File: src/rtl/pet_pkg.sv
package pet_pkg;
  localparam logic [1:0] MODE_EXT_EDGE = 2'b01;

  localparam logic [1:0] COND_LOW  = 2'd0;
  localparam logic [1:0] COND_HIGH = 2'd1;
  localparam logic [1:0] COND_RISE = 2'd2;
  localparam logic [1:0] COND_FALL = 2'd3;

  localparam logic [1:0] COMB_OR    = 2'd0;
  localparam logic [1:0] COMB_MATCH = 2'd1;
  localparam logic [1:0] COMB_IO    = 2'd2;
  localparam logic [1:0] COMB_AND   = 2'd3;

  function automatic logic io_cond_hit(input logic [1:0] cond, input logic cur, input logic prev);
    case (cond)
      COND_LOW:  return ~cur;
      COND_HIGH: return cur;
      COND_RISE: return cur & ~prev;
      default:   return ~cur & prev;
    endcase
  endfunction

  function automatic logic edge_seen(input logic rise, input logic cur, input logic prev);
    return rise ? (cur & ~prev) : (~cur & prev);
  endfunction
endpackage

File: src/rtl/pet_prescaler.sv
module pet_prescaler #(
  parameter int PRE_W = 8
) (
  input  logic             clk,
  input  logic             rst_n,
  input  logic [1:0]       clk_mode,
  input  logic             edge_rise,
  input  logic             ext_clk,
  input  logic             run,
  input  logic [PRE_W-1:0] pre_lim,
  input  logic             pre_clr,
  output logic             pre_en,
  output logic             cnt_en,
  output logic [PRE_W-1:0] pre_q
);
  import pet_pkg::*;

  logic ext_prev;
  logic edge_hit;
  logic at_lim;

  assign edge_hit = edge_seen(edge_rise, ext_clk, ext_prev);
  assign pre_en   = run & ((clk_mode != MODE_EXT_EDGE) | edge_hit);
  assign at_lim   = (pre_lim == '0) | (pre_q == pre_lim);
  assign cnt_en   = pre_en & at_lim;

  always_ff @(posedge clk or negedge rst_n) begin
    if (!rst_n) begin
      ext_prev <= 1'b0;
      pre_q    <= '0;
    end else begin
      ext_prev <= ext_clk;
      if (pre_clr)     pre_q <= '0;
      else if (pre_en) pre_q <= at_lim ? '0 : pre_q + 1'b1;
    end
  end


  pre_clear_chk: assert property (@(posedge clk) disable iff (!rst_n)
    pre_clr |=> (pre_q == '0));


  pre_hold_chk: assert property (@(posedge clk) disable iff (!rst_n)
    (!run && !pre_clr) |=> $stable(pre_q));
endmodule

File: src/rtl/pet_event_qual.sv
module pet_event_qual #(
  parameter int N_EV    = 4,
  parameter int N_IO    = 4,
  parameter int N_MATCH = 4,
  parameter int CNT_W   = 16,
  localparam int IOS_W  = (N_IO > 1) ? $clog2(N_IO) : 1,
  localparam int MS_W   = (N_MATCH > 1) ? $clog2(N_MATCH) : 1
) (
  input  logic                     clk,
  input  logic                     rst_n,
  input  logic                     halt,
  input  logic                     stop,
  input  logic                     cnt_en,
  input  logic [CNT_W-1:0]         count,
  input  logic [N_IO-1:0]          io_in,
  input  logic [N_MATCH*CNT_W-1:0] match_val,
  input  logic [N_EV*IOS_W-1:0]    ev_io_sel,
  input  logic [N_EV*2-1:0]        ev_io_cond,
  input  logic [N_EV*MS_W-1:0]     ev_m_sel,
  input  logic [N_EV*2-1:0]        ev_comb,
  output logic [N_EV-1:0]          ev_fire,
  output logic [N_EV-1:0]          ev_io_tag,
  output logic [N_EV-1:0]          ev_match_tag
);
  import pet_pkg::*;

  logic [N_IO-1:0]  io_prev;
  logic [CNT_W-1:0] cmp [N_MATCH];
  logic             io_ok;
  logic             m_ok;

  assign io_ok = ~halt;
  assign m_ok  = ~halt & ~stop & cnt_en;

  always_ff @(posedge clk or negedge rst_n) begin
    if (!rst_n) io_prev <= '0;
    else        io_prev <= io_in;
  end

  for (genvar m = 0; m < N_MATCH; m++) begin : g_cmp
    assign cmp[m] = match_val[m*CNT_W +: CNT_W];
  end

  for (genvar e = 0; e < N_EV; e++) begin : g_ev
    logic [IOS_W-1:0] isel;
    logic [MS_W-1:0]  msel;
    logic [1:0]       comb;
    logic             io_hit;
    logic             m_hit;

    assign isel   = ev_io_sel[e*IOS_W +: IOS_W];
    assign msel   = ev_m_sel[e*MS_W +: MS_W];
    assign comb   = ev_comb[e*2 +: 2];
    assign io_hit = io_cond_hit(ev_io_cond[e*2 +: 2], io_in[isel], io_prev[isel]);
    assign m_hit  = (count == cmp[msel]);

    always_comb begin
      ev_io_tag[e]    = 1'b0;
      ev_match_tag[e] = 1'b0;
      case (comb)
        COMB_OR: begin
          ev_io_tag[e]    = io_hit & io_ok;
          ev_match_tag[e] = m_hit & m_ok;
        end
        COMB_MATCH: ev_match_tag[e] = m_hit & m_ok;
        COMB_IO:    ev_io_tag[e]    = io_hit & io_ok;
        default: begin
          ev_io_tag[e]    = io_hit & m_hit & m_ok;
          ev_match_tag[e] = io_hit & m_hit & m_ok;
        end
      endcase
    end
  end

  assign ev_fire = ev_io_tag | ev_match_tag;


  halt_quiet_chk: assert property (@(posedge clk) disable iff (!rst_n)
    halt |-> (ev_fire == '0));


  match_gate_chk: assert property (@(posedge clk) disable iff (!rst_n)
    (ev_match_tag != '0) |-> (cnt_en && !stop && !halt));
endmodule

File: src/rtl/pet_counter.sv
module pet_counter #(
  parameter int CNT_W = 16
) (
  input  logic             clk,
  input  logic             rst_n,
  input  logic             bidir,
  input  logic             cnt_en,
  input  logic             limit_any,
  input  logic             sw_wr,
  input  logic [CNT_W-1:0] sw_wdata,
  input  logic             clr_cmd,
  output logic [CNT_W-1:0] count,
  output logic             down
);
  localparam logic [CNT_W-1:0] CNT_MAX = '1;
  localparam logic [CNT_W-1:0] CNT_ONE = {{(CNT_W-1){1'b0}}, 1'b1};

  function automatic logic [CNT_W-1:0] step_up(input logic [CNT_W-1:0] v);
    return v + CNT_ONE;
  endfunction

  function automatic logic [CNT_W-1:0] step_dn(input logic [CNT_W-1:0] v);
    return v - CNT_ONE;
  endfunction

  always_ff @(posedge clk or negedge rst_n) begin
    if (!rst_n) begin
      count <= '0;
      down  <= 1'b0;
    end else if (sw_wr) begin
      count <= sw_wdata;
    end else if (clr_cmd) begin
      count <= '0;
    end else if (!bidir) begin
      down <= 1'b0;
      if (limit_any)   count <= '0;
      else if (cnt_en) count <= step_up(count);
    end else if (limit_any) begin
      down <= 1'b0;
      if (cnt_en) count <= step_dn(count);
    end else if (cnt_en) begin
      if (!down) begin
        if (count == CNT_MAX) begin
          down  <= 1'b1;
          count <= step_dn(CNT_MAX);
        end else begin
          count <= step_up(count);
        end
      end else begin
        if (count == '0) begin
          down  <= 1'b0;
          count <= CNT_ONE;
        end else begin
          count <= step_dn(count);
        end
      end
    end
  end


  sw_load_chk: assert property (@(posedge clk) disable iff (!rst_n)
    sw_wr |=> (count == $past(sw_wdata)));


  updir_flag_chk: assert property (@(posedge clk) disable iff (!rst_n)
    (!bidir && !sw_wr && !clr_cmd) |=> !down);


  idle_hold_chk: assert property (@(posedge clk) disable iff (!rst_n)
    (!cnt_en && !limit_any && !sw_wr && !clr_cmd) |=> $stable(count));
endmodule

File: src/rtl/prescaled_event_timer.sv
module prescaled_event_timer #(
  parameter int CNT_W   = 16,
  parameter int PRE_W   = 8,
  parameter int N_EV    = 4,
  parameter int N_IO    = 4,
  parameter int N_MATCH = 4,
  localparam int IOS_W  = (N_IO > 1) ? $clog2(N_IO) : 1,
  localparam int MS_W   = (N_MATCH > 1) ? $clog2(N_MATCH) : 1
) (
  input  logic                     clk,
  input  logic                     rst_n,
  input  logic [1:0]               clk_mode,
  input  logic                     edge_rise,
  input  logic                     ext_clk,
  input  logic [PRE_W-1:0]         pre_lim,
  input  logic                     bidir,
  input  logic                     halt,
  input  logic                     stop,
  input  logic [N_IO-1:0]          io_in,
  input  logic [N_MATCH*CNT_W-1:0] match_val,
  input  logic [N_EV*IOS_W-1:0]    ev_io_sel,
  input  logic [N_EV*2-1:0]        ev_io_cond,
  input  logic [N_EV*MS_W-1:0]     ev_m_sel,
  input  logic [N_EV*2-1:0]        ev_comb,
  input  logic [N_EV-1:0]          limit_mask,
  input  logic                     sw_wr,
  input  logic [CNT_W-1:0]         sw_wdata,
  input  logic                     clr_cmd,
  output logic [CNT_W-1:0]         count,
  output logic                     down,
  output logic [N_EV-1:0]          ev_fire,
  output logic [N_EV-1:0]          ev_io_tag,
  output logic [N_EV-1:0]          ev_match_tag
);
  logic             run;
  logic             pre_en;
  logic             cnt_en;
  logic             pre_clr;
  logic [PRE_W-1:0] pre_q;
  logic             limit_any;
  logic             limit_io;

  assign run       = ~halt & ~stop;
  assign limit_any = |(ev_fire & limit_mask);
  assign limit_io  = |(ev_io_tag & limit_mask);
  assign pre_clr   = sw_wr | clr_cmd | (~bidir & limit_io);

  pet_prescaler #(.PRE_W(PRE_W)) u_pre (
    .clk(clk), .rst_n(rst_n), .clk_mode(clk_mode), .edge_rise(edge_rise),
    .ext_clk(ext_clk), .run(run), .pre_lim(pre_lim), .pre_clr(pre_clr),
    .pre_en(pre_en), .cnt_en(cnt_en), .pre_q(pre_q)
  );

  pet_event_qual #(.N_EV(N_EV), .N_IO(N_IO), .N_MATCH(N_MATCH), .CNT_W(CNT_W)) u_evq (
    .clk(clk), .rst_n(rst_n), .halt(halt), .stop(stop), .cnt_en(cnt_en),
    .count(count), .io_in(io_in), .match_val(match_val), .ev_io_sel(ev_io_sel),
    .ev_io_cond(ev_io_cond), .ev_m_sel(ev_m_sel), .ev_comb(ev_comb),
    .ev_fire(ev_fire), .ev_io_tag(ev_io_tag), .ev_match_tag(ev_match_tag)
  );

  pet_counter #(.CNT_W(CNT_W)) u_cnt (
    .clk(clk), .rst_n(rst_n), .bidir(bidir), .cnt_en(cnt_en),
    .limit_any(limit_any), .sw_wr(sw_wr), .sw_wdata(sw_wdata), .clr_cmd(clr_cmd),
    .count(count), .down(down)
  );


  edge_mode_chk: assert property (@(posedge clk) disable iff (!rst_n)
    (pre_en && clk_mode == 2'b01) |-> (ext_clk != $past(ext_clk)));


  count_needs_pre_chk: assert property (@(posedge clk) disable iff (!rst_n)
    cnt_en |-> (pre_en && (pre_lim == '0 || pre_q == pre_lim)));
endmodule

File: config.mk
export PLATFORM = sky130hd
export DESIGN_NAME = prescaled_event_timer
export DESIGN_NICKNAME = d
export VERILOG_FILES = /design/src/rtl/pet_pkg.sv /design/src/rtl/pet_prescaler.sv /design/src/rtl/pet_event_qual.sv /design/src/rtl/pet_counter.sv /design/src/rtl/prescaled_event_timer.sv
export SDC_FILE = /design/constraint.sdc
export NUM_CORES = 1
export LEC_CHECK = 0
export BUFFER_PORTS_ARGS = -buffer_cell sky130_fd_sc_hd__buf_4
export CORE_MARGIN = 4
export CORE_UTILIZATION = 40
export CTS_CLUSTER_SIZE = 16
export DETAILED_ROUTE_END_ITERATION = 8
export GPL_TIMING_DRIVEN = 0
export PLACE_DENSITY_LB_ADDON = 0.2
export SLEW_MARGIN = 15
export SYNTH_ARGS = -nofsm -noshare
export SYNTH_HDL_FRONTEND = slang
export SYNTH_SLANG_ARGS = --single-unit
File: constraint.sdc
create_clock -name clk -period 3.4 [get_ports clk]
set_input_delay 0.51 -clock clk [delete_from_list [all_inputs] [get_ports clk]]
set_output_delay 0.51 -clock clk [all_outputs]
set_load 0.05 [all_outputs]
==> qor.txt, run 1 <==
YS warnings: 0
CTS tree: yes
Compound-Gate Fraction of Synth Area: 0.1419
Tot GR Track Use: 0.2673
NetSw: 0.9644 mW
Largest net degree at the start of global routing: 31
Fin area: 0.007731 mm^2
Via-per-instance ratio: 6.420
Crit end category: register
PnR worst setup slack: 137.7 ps
RSZ-0062 raised after global routing: false
Post-Route WL: 22990 um
WL/cell: 23.11 um
Cts bufs inserted: 5
Slew Limit Fails: 0
Total gr overflow: 0
Seq pwr share: 0.191
Least-Margin Pin Slew: 765.8 ps
Number of enable flip-flop cells after synthesis: 0
DRC viols: 0
Synth Flop Type: dfrtp_1
Total power: 2.225 mW
Slew margin rel.: 0.4895
Die Wd: 130.1 um
Via count: 6388
Port buffer count: 157
Period Utilization, post-route: 0.9595
First-pass GRT wire length: 34760 um
Internal power: 1.260 mW
DR iter-0 viols: 571
Crit-path slowest cell: mux4_2
Mapped cell area: 0.005961 mm^2
Worst path required time: 3550 ps
Crit Path Class: input pin to register
Max Cap Viol: 0
Critical Path AT: 3410 ps
Post-placement cell count: 984
Largest family of logic cells by synthesized area: multiplexers
Clk Latency, worst-skew pair: 280 ps
FP Rows: 44
Chip Height: 130.1 um
Post-synthesis xor/xnor area fraction: 0.1610
Starting Density: 0.4086
Largest stage delay on the critical path: 340 ps
Synthesized flop and latch total: 30
Layout Cells excl Fill: 995
Die Area: 0.01692 mm^2
Ant. Diodes: 0
Post-synthesis simple-gate area fraction: 0.2122
Switching share of power: 0.4335
Synthesized area per cell: 9.270 um^2
Synth async-reset ratio: 1.000
Clk buf depth: 2
Clock transition at the registers of the reported paths: 60 ps
Core area: 0.01459 mm^2
Depth of the CTS H-tree: 2
PwrDens: 287.8 mW/mm^2
Synthesis-to-finish area growth: 29.70%
Vias in the first global route: 6206
Hold Path Class: input pin to asynchronous set/reset pin
Worst Path Buf+Inv: 3
Layout cells sized above 1: 0.3699
Post-synthesis mux area share: 0.2869
CTS Sinks: 30
CP Max Fanout: 10
Hold Fails Final Rpt: 0
Core Util, Final: 0.5299
DP HPWL: 18280 um
Outcome: complete, no violations
DP Area: 0.007372 mm^2
Final #Nets: 953
Post-synthesis net count: 786
Setup Skew: 5.398 ps
Setup TNS: 0 ps
Initial antenna violation count: 0
Clock share of power: 0.207
Post-layout min period: 3262 ps
TritonRoute pass-1 iters: 5
Adder-cell area share of the yosys netlist: 0.008396
Peak supply drop: 0.1906 mV
Count of cell types in the netlist: 83
Startpoint types: input pin
IO Pins: 168
Pleak: 3.015 nW
Post-synthesis sequential area ratio: 0.1259
Gate power share: 0.601
Crit path cell chain: clkbuf_2, buf_4, mux4_2, xnor2_1, nand4_1, nor3_4, nand3_2, o221ai_4, or2_4, buf_6, nor3_1, a311oi_1, a31oi_1
Filler instances: 1397
Synth Instances: 643
Final GP Congestion: 0.9813
Dpl ws: -722.2 ps
Min Hold Slack: 173.6 ps
Worst path top cell family by delay: simple AND/OR/NAND/NOR gates
Fmax: 306.5 MHz
Setup Viol. Count Final: 0
Antenna Nets Post-Route: 0
CTS root buffer: clkbuf_16
cells in the final DEF, fill, tap and decap left out, drive strengths merged, types with 3 or more instances in the layout:
master  instances
buf           183
xnor2          80
mux4           72
nor2           59
nand2          43
clkbuf         33
nand4          32
dfrtp          30
nor3           28
xor2           27
inv            20
o21ai          20
nand3          17
a21oi          16
a22oi          11
nor2b          10
nor4           10
and3            8
a31oi           7
a211oi          7
o31ai           6
or2             6
o22ai           5
a41oi           5
or4             5
mux2i           4
ha              4
nand2b          4
nor3b           4
o211ai          4
and4            4
o221ai          4
nand4b          3
or3             3
o21a            3
o211a           3
power groups by stage:
| stage | Sequential (mW) | Combinational [mW] | Clock (mW) |
|---|---|---|---|
| finish | 0.426 | 1.34 | 0.461 |
| global placement | 0.431 | 1.26 | 0 |
| detailed placement | 0.431 | 1.28 | 0 |
| CTS | 0.425 | 1.30 | 0.471 |
| global route | 0.429 | 1.42 | 0.493 |
| floorplan | 0.505 | 0.767 | 0 |
layout make-up:
| cell class | instances | area, um^2 | area share |
|---|---|---|---|
| clock inverters | 2 | 12.51 | 0.001618 |
| flip-flops and latches | 30 | 750.7 | 0.09710 |
| multi-input cells | 542 | 4966 | 0.6423 |
| well taps | 184 | 230.2 | 0.02978 |
| repair buffers | 161 | 1216 | 0.1573 |
| inverters | 21 | 78.83 | 0.01020 |
| plain buffers | 49 | 337.8 | 0.04370 |
| clock buffers | 6 | 138.9 | 0.01796 |
cell usage after synthesis, types with 10 or more instances:
| master | number | area, um^2 |
|---|---|---|
| xnor2_1 | 77 | 674.4 |
| mux4_2 | 62 | 1396 |
| nor2_1 | 57 | 214.0 |
| nand2_1 | 43 | 161.4 |
| nand4_1 | 31 | 193.9 |
| dfrtp_1 | 30 | 750.7 |
| nor3_1 | 28 | 140.1 |
| xor2_1 | 27 | 236.5 |
| clkbuf_1 | 23 | 86.33 |
| inv_1 | 19 | 71.32 |
| nand3_1 | 17 | 85.08 |
| a21oi_1 | 16 | 80.08 |
| o21ai_0 | 13 | 65.06 |
| a22oi_1 | 11 | 82.58 |
| mux4_1 | 10 | 262.8 |
| nor4_1 | 10 | 62.56 |
state kept, by name (all words and copies together) (netlist names):
| name | cells |
|---|---|
| u_cnt.count | 16 |
| u_cnt.down | 1 |
| u_evq.io_prev | 4 |
| u_pre.ext_prev | 1 |
| u_pre.pre_q | 8 |
what timing repair did:
| item | 4_1_cts | 5_1_grt |
|---|---|---|
| gates resized for setup | 18 | 26 |
| buffers inserted | 1 | 3 |
| hold buffers | 0 | 0 |
| endpoints found under the setup margin | 30 | 28 |
| pin swaps | 2 | 9 |
routing by layer:
metal  track usage  part of all wire  vias to the layer above
li1              -                 -                     2821
met1        0.3728              0.41                     3147
met2        0.4300              0.47                      382
met3       0.05485              0.11                       38
met4       0.06235             0.018                        0
met5             0                 0                        -
cells by family after synthesis:
kind of cell,after synthesis
fa+ha+maj,4
buf+inv,71
flops,30
xor+xnor,107
simple gates,241
compound gates,113
mux,77
worst register-to-register path: cells and delay by family (launching register included):
| kind | cells | cell delay (ps) |
|---|---|---|
| AOI/OAI and AO/OA | 5 | 790 |
| buffers and inverters | 2 | 570 |
| DFF | 1 | 500 |
| and+or+nand+nor | 3 | 1280 |
final timing paths:
| path | to | cells past startpoint | slack (ps) | start |
|---|---|---|---|---|
| max | u_cnt.count[1] | 13 | 140 | ev_m_sel[7] |
| max reg2reg | u_cnt.count[8] | 10 | 160 | u_cnt.count[8] |
| min in group clk | u_pre.ext_prev | 1 | 360 | ext_clk |
| max in group asynchronous | u_cnt.count[3] | 1 | 2910 | rst_n |
| min reg2reg | u_pre.pre_q[7] | 2 | 570 | u_pre.pre_q[7] |
| min | u_pre.pre_q[0] | 1 | 170 | rst_n |
Note: power is estimated with default switching activity, not from simulation.
==> inputs of run 2 (changes only) <==
--- a/config.mk
+++ b/config.mk
@@ -11,8 +11,6 @@
 export CTS_CLUSTER_SIZE = 16
 export DETAILED_ROUTE_END_ITERATION = 8
 export GPL_TIMING_DRIVEN = 0
-export PLACE_DENSITY_LB_ADDON = 0.2
-export SLEW_MARGIN = 15
 export SYNTH_ARGS = -nofsm -noshare
 export SYNTH_HDL_FRONTEND = slang
 export SYNTH_SLANG_ARGS = --single-unit
==> run 2 against run 1 <==
  * First-iteration DRC count up 13%
  * Clock power increased by 2%
  * Final area hardly changed
  * Combinational power hardly changed
  * Register-to-register slack lost 100 ps
  * Core utilization barely moved
  * Via count increased by 0.95%
  * Die area unchanged
  * Total power up 0.76%
  * Sequential power about the same
  * Largest power group unchanged
==> qor.txt, run 2 (synthesized netlist as in run 1, its figures left out) <==
Outcome: complete, no violations (unchanged)
Pleak: 3.019 nW (was 3.015 nW)
Die Wd: 130.1 um (unchanged)
Crit-path slowest cell: nor3b_2 (was mux4_2)
Slew Limit Fails: 0 (unchanged)
Final #Nets: 954 (was 953)
Seq pwr share: 0.190 (was 0.191)
Layout Cells excl Fill: 996 (was 995)
Setup Viol. Count Final: 0 (unchanged)
Synthesis-to-finish area growth: 29.81% (was 29.70%)
DP HPWL: 18380 um (was 18280 um)
Worst Path Buf+Inv: 2 (was 3)
Clock transition at the registers of the reported paths: 60 ps (about the same)
Largest net degree at the start of global routing: 31 (unchanged)
WL/cell: 23.51 um (was 23.11 um)
Setup Skew: 3.581 ps (was 5.398 ps)
DR iter-0 viols: 646 (was 571)
Switching share of power: 0.4354 (was 0.4335)
FP Rows: 44 (unchanged)
Startpoint types: register (was input pin)
Hold Fails Final Rpt: 0 (unchanged)
CTS root buffer: clkbuf_16 (unchanged)
Ant. Diodes: 0 (unchanged)
RSZ-0062 raised after global routing: true (was false)
Filler instances: 1371 (was 1397)
Post-layout min period: 3341 ps (was 3262 ps)
CTS tree: yes (unchanged)
Gate power share: 0.601 (about the same)
Post-placement cell count: 984 (unchanged)
First-pass GRT wire length: 35540 um (was 34760 um)
Worst path required time: 3570 ps (was 3550 ps)
Depth of the CTS H-tree: 2 (unchanged)
Layout cells sized above 1: 0.3744 (was 0.3699)
CP Max Fanout: 10 (unchanged)
Post-Route WL: 23410 um (was 22990 um)
Cts bufs inserted: 5 (unchanged)
Reg area: 750.7 um^2 (unchanged)
Crit path cell chain: buf_1, inv_1, ha_1, nor3b_2, nand2_1, nor2_1, xnor2_1, o21ai_0, o22a_1, a21oi_1, o32ai_1, o21ba_1 (was clkbuf_2, buf_4, mux4_2, xnor2_1, nand4_1, nor3_4, nand3_2, o221ai_4, or2_4, buf_6, nor3_1, a311oi_1, a31oi_1)
Peak supply drop: 0.1817 mV (was 0.1906 mV)
CTS Sinks: 30 (unchanged)
Most frequent cells in the layout: buf_4 (166), xnor2_1 (73), mux4_2 (62) (was buf_4 (164), xnor2_1 (75), mux4_2 (62))
Largest regs: u_cnt.count: 16 flops, u_pre.pre_q: 8 flops, u_evq.io_prev: 4 flops (unchanged)
Most flops, register: u_cnt.count (unchanged)
Hold Path Class: input pin to asynchronous set/reset pin (unchanged)
Max Cap Viol: 0 (unchanged)
Clk buf depth: 2 (unchanged)
Clock share of power: 0.209 (was 0.207)
Chip Height: 130.1 um (unchanged)
Most common cell after layout, fill and taps aside: buf_4 (unchanged)
Port buffer count: 157 (unchanged)
Least-Margin Pin Slew: 790.1 ps (was 765.8 ps)
Die Area: 0.01692 mm^2 (unchanged)
Critical Path AT: 3510 ps (was 3410 ps)
Largest stage delay on the critical path: 500 ps (was 340 ps)
Starting Density: 0.4086 (unchanged)
Core area: 0.01459 mm^2 (unchanged)
Worst path top cell family by delay: simple AND/OR/NAND/NOR gates (unchanged)
IO Pins: 168 (unchanged)
Max reg flops: 16 (unchanged)
Crit Path Class: register to register (was input pin to register)
TritonRoute pass-1 iters: 5 (unchanged)
Tot GR Track Use: 0.2701 (was 0.2673)
Period Utilization, post-route: 0.9826 (was 0.9595)
Crit end category: register (unchanged)
PwrDens: 289.7 mW/mm^2 (was 287.8 mW/mm^2)
Clk Latency, worst-skew pair: 280 ps (about the same)
Hold-fix buffers, CTS: 0 (unchanged)
Multi-input logic area: 0.004970 mm^2 (was 0.004966 mm^2)
Via count: 6449 (was 6388)
Fmax: 299.3 MHz (was 306.5 MHz)
Vias in the first global route: 6348 (was 6206)
Total gr overflow: 0 (unchanged)
Via-per-instance ratio: 6.475 (was 6.420)
DRC viols: 0 (unchanged)
Final GP Congestion: 0.9664 (was 0.9813)
Initial antenna violation count: 0 (unchanged)
Internal power: 1.266 mW (was 1.260 mW)
Min Hold Slack: 161.8 ps (was 173.6 ps)
NetSw: 0.9760 mW (was 0.9644 mW)
Slew margin rel.: 0.4733 (was 0.4895)
Antenna Nets Post-Route: 0 (unchanged)
run 2: cell count changes in the layout (fill, tap and decap cells not counted):
cell | before | now
clkbuf_4 | 1 | 2
xnor2_1 | 75 | 73
xnor2_2 | 5 | 7
nor3_4 | 2 | 1
buf_6 | 8 | 6
buf_4 | 164 | 166
clkbuf_1 | 20 | 18
clkbuf_2 | 3 | 5
nor3_1 | 21 | 22
run 2: layout make-up:
type / count / share of cell area
clock inverter: 2 / 0.001617
multi-input combinational: 542 / 0.6423
buffer: 50 / 0.04495
sequential: 30 / 0.09702
tap: 184 / 0.02975
timing repair buffer: 161 / 0.1562
clock buffer: 6 / 0.01795
inverter: 21 / 0.01019
run 2: worst paths after layout:
kind                             endpoint  depth (start not counted)      startpoint  slack [ps]
min in group clk           u_pre.ext_prev                          1         ext_clk         350
hold / removal             u_pre.pre_q[7]                          1           rst_n         160
max in group asynchronous      u_cnt.down                          1           rst_n        2930
hold reg to reg            u_pre.pre_q[7]                          2  u_pre.pre_q[7]         590
setup / recovery           u_cnt.count[8]                         12  u_cnt.count[0]          60
setup reg to reg           u_cnt.count[8]                         12  u_cnt.count[0]          60
run 2: power groups by stage:
stage	registers [mW]	logic [mW]	clock network (mW)
2_1_floorplan	0.505	0.767	0
3_3_place_gp	0.429	1.26	0
3_5_place_dp	0.430	1.28	0
4_1_cts	0.424	1.30	0.477
5_1_grt	0.427	1.43	0.493
6_report	0.425	1.35	0.469
run 2: worst register-to-register path, stage by stage, from the launching register on:
cell and delay [ps]:
dfrtp_1 470, buf_1 340, inv_1 300, ha_1 300
nor3b_2 500, nand2_1 200, nor2_1 190, xnor2_1 170
o21ai_0 110, o22a_1 200, a21oi_1 140, o32ai_1 100
o21ba_1 200
run 2: repair_timing:
item | 4_1_cts | 5_1_grt
pin swaps | 1 | 5
gates cloned | 0 | 0
endpoints found under the setup margin | 30 | 27
buffers inserted | 0 | 4
endpoints found under the hold margin | 0 | 0
resized for setup | 15 | 29
run 2: metrics by stage:
step / power [mW] / cell area (um^2) / setup slack (ps) / utilization / setup TNS, ps
2_1_floorplan: 1.272 / 5963 / 16.44 / - / 0
5_1_grt: 2.350 / 7737 / -37.69 / 0.5304 / -132.1
3_3_place_gp: 1.693 / 7372 / -632.3 / 0.5053 / -13360
6_report: 2.242 / 7737 / 59.31 / 0.5304 / 0
3_5_place_dp: 1.706 / 7372 / -642.1 / 0.5053 / -14090
4_1_cts: 2.196 / 7587 / 10.91 / 0.5201 / 0
run 2: per-layer routing:
| layer | track usage | vias up | routed length (um) |
|---|---|---|---|
| li1 | - | 2833 | - |
| met1 | 0.3848 | 3138 | 9712 |
| met2 | 0.4206 | 421 | 10600 |
| met3 | 0.05567 | 57 | 2467 |
| met4 | 0.07152 | 0 | 639 |
| met5 | 0 | - | 0 |
==> inputs of run 3 (changes only) <==
--- a/config.mk
+++ b/config.mk
@@ -11,6 +11,7 @@
 export CTS_CLUSTER_SIZE = 16
 export DETAILED_ROUTE_END_ITERATION = 8
 export GPL_TIMING_DRIVEN = 0
+export PLACE_DENSITY_LB_ADDON = 0.08
 export SYNTH_ARGS = -nofsm -noshare
 export SYNTH_HDL_FRONTEND = slang
 export SYNTH_SLANG_ARGS = --single-unit
==> constraint.sdc (replaced) <==
create_clock -name clk -period 3.75 [get_ports clk]
set_input_delay 0.5625 -clock clk [delete_from_list [all_inputs] [get_ports clk]]
set_output_delay 0.5625 -clock clk [all_outputs]
set_load 0.05 [all_outputs]
==> run 3 against run 2 <==
  * Clock skew up 3.7 ps
  * Largest cell class unchanged
  * Final cell count down 0.40%
  * Non-clock buffer count down 3
  * Highest routed layer unchanged
  * Via count down 1.3%
  * Final area down 1.6%
  * First-iteration DRC count down 11%
==> qor.txt, run 3 (synthesized netlist as in run 1, its figures left out) <==
Vias in the first global route: 6240 (was 6348)
Critical path origin: ev_m_sel[4] (was u_cnt.count[0])
Core area: 0.01459 mm^2 (unchanged)
Clk Latency, worst-skew pair: 290 ps (was 280 ps)
R2R cell count: 12 (unchanged)
Most flops, register: u_cnt.count (unchanged)
Tot GR Track Use: 0.2670 (was 0.2701)
Setup Viol. Count Final: 0 (unchanged)
First-pass GRT wire length: 34520 um (was 35540 um)
Layout cells sized above 1: 0.3540 (was 0.3744)
Least-Margin Pin Slew: 851.5 ps (was 790.1 ps)
Slew margin rel.: 0.4311 (was 0.4733)
Multi-input logic area: 0.004887 mm^2 (was 0.004970 mm^2)
Most frequent cell on the critical path: buf_2
Number of cells on the critical path: 13 (was 12)
Ant. Diodes: 0 (unchanged)
Hold Path Class: input pin to asynchronous set/reset pin (unchanged)
Crit Path Class: input pin to register (was register to register)
Antenna Nets Post-Route: 0 (unchanged)
Setup Skew: 7.279 ps (was 3.581 ps)
Die Wd: 130.1 um (unchanged)
Most common cell after layout, fill and taps aside: buf_4 (unchanged)
Post-Route WL: 22840 um (was 23410 um)
Filler instances: 1385 (was 1371)
Via count: 6364 (was 6449)
Worst path top cell family by delay: simple AND/OR/NAND/NOR gates (unchanged)
CP Max Fanout: 10 (unchanged)
Startpoint types: input pin (was register)
Die Area: 0.01692 mm^2 (unchanged)
Fin area: 0.007615 mm^2 (was 0.007737 mm^2)
Fmax: 281.2 MHz
Max reg flops: 16 (unchanged)
Chip Height: 130.1 um (unchanged)
Pleak: 2.970 nW (was 3.019 nW)
R2R Setup Slk: 310 ps (was 60 ps)
Final GP Congestion: 0.9363 (was 0.9664)
DRC viols: 0 (unchanged)
WL/cell: 23.02 um (was 23.51 um)
Hold-fix buffers, CTS: 0 (unchanged)
Clk buf depth: 2 (unchanged)
Cts bufs inserted: 5 (unchanged)
Worst Path Buf+Inv: 3 (was 2)
Peak supply drop: 0.2098 mV (was 0.1817 mV)
DP HPWL: 18310 um (was 18380 um)
Hold Fails Final Rpt: 0 (unchanged)
Slew Limit Fails: 0 (unchanged)
PnR worst setup slack: 193.9 ps (was 59.31 ps)
CTS root buffer: clkbuf_16 (unchanged)
RR Endpoint: u_cnt.count[8] (unchanged)
Crit path cell chain: buf_2, buf_6, mux4_2, xnor2_1, nand4_1, nor3_2, nand3_2, o21ai_4, o21a_2, or2_2, buf_2, nor2_1, a21oi_1 (was buf_1, inv_1, ha_1, nor3b_2, nand2_1, nor2_1, xnor2_1, o21ai_0, o22a_1, a21oi_1, o32ai_1, o21ba_1)
Starting Density: 0.4086 (unchanged)
Most frequent cells in the layout: buf_4 (160), xnor2_1 (76), mux4_2 (62) (was buf_4 (166), xnor2_1 (73), mux4_2 (62))
CTS Sinks: 30 (unchanged)
Period Utilization, post-route: 0.9483
Post-layout min period: 3556 ps
RSZ-0062 raised after global routing: false (was true)
Outcome: complete, no violations (unchanged)
Via-per-instance ratio: 6.415 (was 6.475)
Crit-path slowest cell: mux4_2 (was nor3b_2)
Reg area: 750.7 um^2 (unchanged)
Port buffer count: 157 (unchanged)
Clock transition at the registers of the reported paths: 50 ps (was 60 ps)
Critical Path AT: 3750 ps (was 3510 ps)
Max Cap Viol: 0 (unchanged)
IO Pins: 168 (unchanged)
Dpl ws: -386.7 ps (was -642.1 ps)
Initial antenna violation count: 0 (unchanged)
DR iter-0 viols: 575 (was 646)
Largest regs: u_cnt.count: 16 flops, u_pre.pre_q: 8 flops, u_evq.io_prev: 4 flops (unchanged)
Final #Nets: 951 (was 954)
Worst path required time: 3940 ps (was 3570 ps)
Min Hold Slack: 220.3 ps (was 161.8 ps)
Crit end category: register (unchanged)
FP Rows: 44 (unchanged)
Depth of the CTS H-tree: 2 (unchanged)
Worst reg2reg path startpoint: u_cnt.count[0] (unchanged)
DP Area: 0.007370 mm^2 (was 0.007372 mm^2)
PwrDens: 270.6 mW/mm^2 (was 289.7 mW/mm^2)
CTS tree: yes (unchanged)
Largest stage delay on the critical path: 530 ps (was 500 ps)
Largest net degree at the start of global routing: 31 (unchanged)
TritonRoute pass-1 iters: 5 (unchanged)
Synthesis-to-finish area growth: 27.75% (was 29.81%)
Worst setup endpoint: u_cnt.count[2] (was u_cnt.count[8])
Total gr overflow: 0 (unchanged)
## run 3: cell count changes in the layout (fill, tap and decap cells not counted), moves of 2 or more
cell,change
xnor2_2,-3
buf_12,-2
nor3_2,-2
nor2_1,+2
clkbuf_2,-3
nor2_2,-2
nor3_1,+3
buf_2,+4
xnor2_1,+3
buf_4,-6
clkbuf_1,+3
## run 3: metal layers
layer | wire [um] | GRT usage
met3 | 2236 | 0.05608
met5 | 0 | 0
met2 | 10590 | 0.4225
met4 | 503 | 0.07090
met1 | 9501 | 0.3743
## run 3: through the flow
step | utilization | power [mW] | setup TNS, ps | cells
after global routing | 0.5220 | 2.165 | 0 | 992
after floorplan | - | 1.153 | 0 | 643
after detailed placement | 0.5051 | 1.546 | -6134 | 984
final | 0.5220 | 2.061 | 0 | 992
after global placement | 0.5051 | 1.531 | -5296 | 984
after CTS | 0.5179 | 2.049 | 0 | 991
## run 3: timing repair
item,4_1_cts,5_1_grt
buffers inserted,0,1
endpoints found under the setup margin,14,15
endpoints found under the hold margin,0,0
resized for setup,4,13
pin swaps,0,1
## run 3: final cells by class
class                      instances  area share
clock inverter                     1    0.003943
clock buffer                       6     0.01824
tap                              184     0.03023
timing repair buffer             158      0.1558
sequential                        30     0.09859
buffer                            50     0.04108
multi-input combinational        542      0.6418
inverter                          21     0.01035
## run 3: how the worst min path moves through the flow
stage / startpoint / to / slack [ps] / cells past startpoint
after floorplan: rst_n / u_cnt.count[0] / 270 / 0
after CTS: rst_n / u_pre.pre_q[7] / 240 / 1
after detailed placement: rst_n / u_pre.pre_q[7] / 550 / 1
after global routing: rst_n / u_pre.pre_q[7] / 260 / 1
after global placement: rst_n / u_pre.pre_q[7] / 540 / 1
final: rst_n / u_pre.pre_q[7] / 220 / 1
## run 3: power by group
group	switching (mW)	internal, mW	leakage (nW)
sequential	0.0335	0.349	0.377
clock	0.159	0.328	0.0829
combinational	0.669	0.522	2.51
